$ cat src/rtl/status_alu.sv
module status_alu #(
  parameter int W = 32
) (
  input  logic         clk,
  input  logic         rst,
  input  logic         valid,
  input  logic [2:0]   op,
  input  logic [W-1:0] src,
  input  logic [W-1:0] dst,
  output logic [W-1:0] result,
  output logic         wr_en,
  output logic [3:0]   flags
);
  localparam int MSB = W - 1;
  localparam logic [2:0] OP_ADD = 3'd0;
  localparam logic [2:0] OP_SUB = 3'd1;
  localparam logic [2:0] OP_CMP = 3'd2;
  localparam logic [2:0] OP_OR  = 3'd3;
  localparam logic [2:0] OP_XOR = 3'd4;
  localparam logic [2:0] OP_BT  = 3'd5;

  logic [W-1:0] sum, diff;
  logic add_c, add_v, sub_c, sub_v;
  logic c_n, v_n, known, writes;

  assign sum   = dst + src;
  assign diff  = dst - src;
  assign add_c = (sum < src) || (sum < dst);
  assign add_v = (dst[MSB] == src[MSB]) && (sum[MSB] != dst[MSB]);
  assign sub_c = src > dst;
  assign sub_v = (dst[MSB] != src[MSB]) && (diff[MSB] != dst[MSB]);

  always_comb begin
    result = '0;
    c_n    = 1'b0;
    v_n    = 1'b0;
    known  = 1'b1;
    writes = 1'b0;
    unique case (op)
      OP_ADD: begin result = sum;  c_n = add_c; v_n = add_v; writes = 1'b1; end
      OP_SUB: begin result = diff; c_n = sub_c; v_n = sub_v; writes = 1'b1; end
      OP_CMP: begin result = diff; c_n = sub_c; v_n = sub_v; end
      OP_OR:  begin result = dst | src; writes = 1'b1; end
      OP_XOR: begin result = dst ^ src; writes = 1'b1; end
      OP_BT:  result = dst & src;
      default: known = 1'b0;
    endcase
  end

  assign wr_en = valid && writes;

  always_ff @(posedge clk) begin
    if (rst)
      flags <= 4'b0000;
    else if (valid && known)
      flags <= {result == '0, result[MSB], c_n, v_n};
  end
endmodule


$ cat config.mk
export PLATFORM = sky130hd
export DESIGN_NAME = status_alu
export DESIGN_NICKNAME = d
export VERILOG_FILES = /design/src/rtl/status_alu.sv
export SDC_FILE = /design/constraint.sdc
export NUM_CORES = 1
export LEC_CHECK = 0
export ABC_AREA = 1
export BUFFER_PORTS_ARGS = -buffer_cell sky130_fd_sc_hd__buf_4
export CAP_MARGIN = 20
export CELL_PAD_IN_SITES_DETAIL_PLACEMENT = 1
export CELL_PAD_IN_SITES_GLOBAL_PLACEMENT = 1
export CORE_MARGIN = 2
export CORE_UTILIZATION = 36
export DETAILED_ROUTE_END_ITERATION = 6
export PLACE_DENSITY_LB_ADDON = 0.12
export REMOVE_ABC_BUFFERS = 1
export SKIP_LAST_GASP = 1
export SYNTH_ARGS = -nofsm -noshare
export SYNTH_HDL_FRONTEND = slang
export SYNTH_SLANG_ARGS = --single-unit
$ cat constraint.sdc
create_clock -name clk -period 4.86 [get_ports clk]
set_clock_uncertainty 0.1 [all_clocks]
set_input_delay 0.972 -clock clk [delete_from_list [all_inputs] [get_ports clk]]
set_output_delay 0.972 -clock clk [all_outputs]
set_load 0.01 [all_outputs]
==> run metrics <==
status=complete, no violations; Core Region=22400 sq um; overflow left after global routing=0; largest net degree at the start of global routing=28; vias post-DR=roughly 10000; Sw Pwr=about 0.91 mW; DRC Markers=0; Routed Antenna Nets=0; Mapped Cells=approximately 1500; TritonCTS clock tree=built; Vias per Instance=roughly 5.4; maximum clock frequency=216 MHz; CTS buffer count=3; slew margin rel.=a little under half; first-pass GRT wire length=roughly 58000 microns; P_leak=5.49 nW; WL/cell=19.7 microns; ys async rst share=0%; synth-to-layout area growth=14.2%; CTS Buffer Depth=2; input/output buffers=106; # rows=55; main flop type after synthesis=dfxtp_1; clock-pin transition on the worst setup and hold timing paths=30 ps; final setup violation count=0; postcts setup bufs=0; sequential share of power=2.4%; Cell Area, Synth=8180 sq um; placer's final routability congestion estimate=0.968; Min Clock Period, post-route=between 4000 and 5000 ps; Biggest register=flags; setup TNS=0 ps; Slew @ Worst Pin=~780 ps; nets@finish=about 1900; Hold WC Path Type=flop to flop; crit path DAT=4600 ps; die height=155 microns; Sw Ratio=60.4%; max_cap viols=0; type of origin of the critical path=input pin; Iter 0 DRT Violations=approximately 770; post-DP HPWL=32800 microns; Worst Setup End Kind=flop; Final Hold Vio Count=0; Int Pwr=0.595 mW; Initial DRT Pass Iterations=5; Syn Area/Cell=5.32 sq um; Clk Latency, worst-skew pair=220 ps; Crit path required time=4830 ps; total number of yosys warnings=0; io pins=107; Unique masters post-synth=43; drt total wl=37600 microns; initial antenna violation count=0; pwr/cell area=between 150 and 200 nW/um^2; number of global-route vias before repair=around 10000; Synth area leaders=ha_1 (24%), nand2_1 (20%), inv_1 (13%); fin. max-slew vios=0; initial core utilization=36.4%; clock share of power=8.5%; die footprint=23900 sq um; all-layer global routing usage=30.8%; register area share after synthesis=0.979%; final period utilization=95.4%; area share of the leading cell type in the synthesized netlist=23.9%; Yosys reg bits=4; Fillers=3232; combinational fraction of design power=around nine tenths; top cell type by total area after synthesis=ha_1; n_diodes=0; Max Fanout on Critical Path=9; H-tree depth=1; flip-flop count of the largest register after layout=4; peak supply drop=0.000109 V; Hold WS=406 ps; class of the most critical setup path=input pin to flop; top flop regs=flags (4); root buf cell=clkbuf_16; final core occ=41.6%; RSZ-0062 raised after global routing=false; Die W=155 microns; clock sink total=4; EDFF count, synth=0; layout cells sized above 1=11.0%
==> timing repair <==
action                     CTS  global route
gates resized for setup      0             1
hold buffers                 0             0
setup endpoints to repair    0             1
==> area by class of cell <==
| type | count | area, sq um | share of cell area [%] |
|---|---|---|---|
| multi-input combinational | 1203 | 6790 | 72.7 |
| sequential | 4 | 80.1 | 0.858 |
| timing repair buffer | 126 | 946 | 10.1 |
| inverter | 289 | 1090 | 11.6 |
| clock buffer | 3 | 75.1 | 0.804 |
| tap | 285 | 357 | 3.82 |
==> critical path: stages <==
cell and delay, ps:
buf_4 90, inv_1 60, ha_1 540, nand2_2 140
nor2_2 190, inv_2 110, nor3_2 110, nand2_1 170
nand2_2 180, nand2_1 160, nand2_1 100, nand2_1 60
and2_1 180, ha_1 310, nand4_1 160, nor3_1 460
nand3_1 150, nand2_1 90, nand2_1 130, nand2_1 110
a31oi_1 100
==> metal layers <==
layer / share of wire [%] / GRT usage, % / wire length, microns / up-vias
met5: 0 / 0 / 0 / -
met4: 1.4 / 4.01 / 531 / 0
met3: 5.7 / 1.68 / 2140 / 41
met2: 44 / 50.7 / 16500 / 323
met1: 49 / 45.4 / 18300 / 4881
li1: - / - / - / 5059
==> logic make-up after synthesis <==
family,Yosys count,synth area share (%)
simple gates,850,44.8
fa+ha+maj,158,24.4
buf+inv,329,16.0
flops,4,0.980
xor+xnor,4,0.429
compound gates,191,13.4
==> synth_stat cells, types with 2 or more instances <==
| cell type | instances |
|---|---|
| a21oi_2 | 5 |
| and2_1 | 24 |
| fa_1 | 2 |
| and3_1 | 4 |
| nand3_2 | 7 |
| o31ai_1 | 2 |
| o21ai_0 | 17 |
| buf_4 | 11 |
| nand2_1 | 446 |
| o22ai_1 | 27 |
| clkbuf_1 | 3 |
| buf_2 | 25 |
| inv_1 | 277 |
| nor2_4 | 2 |
| o21bai_1 | 10 |
| o21a_1 | 2 |
| dfxtp_1 | 4 |
| nand3_1 | 152 |
| xor2_1 | 3 |
| o221ai_1 | 6 |
| a31oi_1 | 4 |
| inv_2 | 10 |
| nor4_1 | 2 |
| nor3_2 | 3 |
| a21boi_0 | 2 |
| nor2_2 | 9 |
| nor3_1 | 11 |
| a21o_1 | 3 |
| nor2_1 | 154 |
| a211oi_1 | 4 |
| a21oi_1 | 107 |
| nand4_1 | 24 |
| ha_1 | 156 |
| nand2_2 | 9 |
==> placed cells by master (no fill, tap or decap), drive strengths merged, types with 3 or more instances in the layout <==
master  Yosys  routed
a21o        3       3
o21bai     10      10
nand3     159     159
xor2        3       3
o22ai      27      27
inv       288     288
and3        4       4
and2       24      24
nand2     455     455
ha        156     156
buf        37     126
nor2      165     165
a211oi      4       4
dfxtp       4       4
o21ai      18      18
nor3       14      14
a21oi     112     112
o221ai      6       6
a31oi       4       4
clkbuf      3       3
nand4      24      24
==> power groups by stage <==
stage | combinational, mW | clock (mW) | sequential (mW)
3_5_place_dp | 1.31 | 0 | 0.0364
5_1_grt | 1.48 | 0.132 | 0.0363
2_1_floorplan | 0.806 | 0 | 0.0373
3_3_place_gp | 1.29 | 0 | 0.0363
6_report | 1.34 | 0.128 | 0.0361
4_1_cts | 1.32 | 0.130 | 0.0361
==> metrics by stage <==
stage          setup slack, ps  area (sq um)  instances  total power [mW]
4_1_cts                    224          9330       1910              1.49
2_1_floorplan             1100          7950       1496             0.843
5_1_grt                   53.8          9340       1910              1.65
3_5_place_dp              30.1          9260       1907              1.35
6_report                   223          9340       1910              1.50
3_3_place_gp               136          9260       1907              1.33
==> worst paths after layout <==
check	from	to	slack (ps)	cells past startpoint
min	flags[3]	flags[3]	410	2
max reg2reg	flags[1]	flags[1]	4020	2
max	src[9]	flags[1]	220	21
min reg2reg	flags[3]	flags[3]	410	2
(Power assumes the default switching activity.)
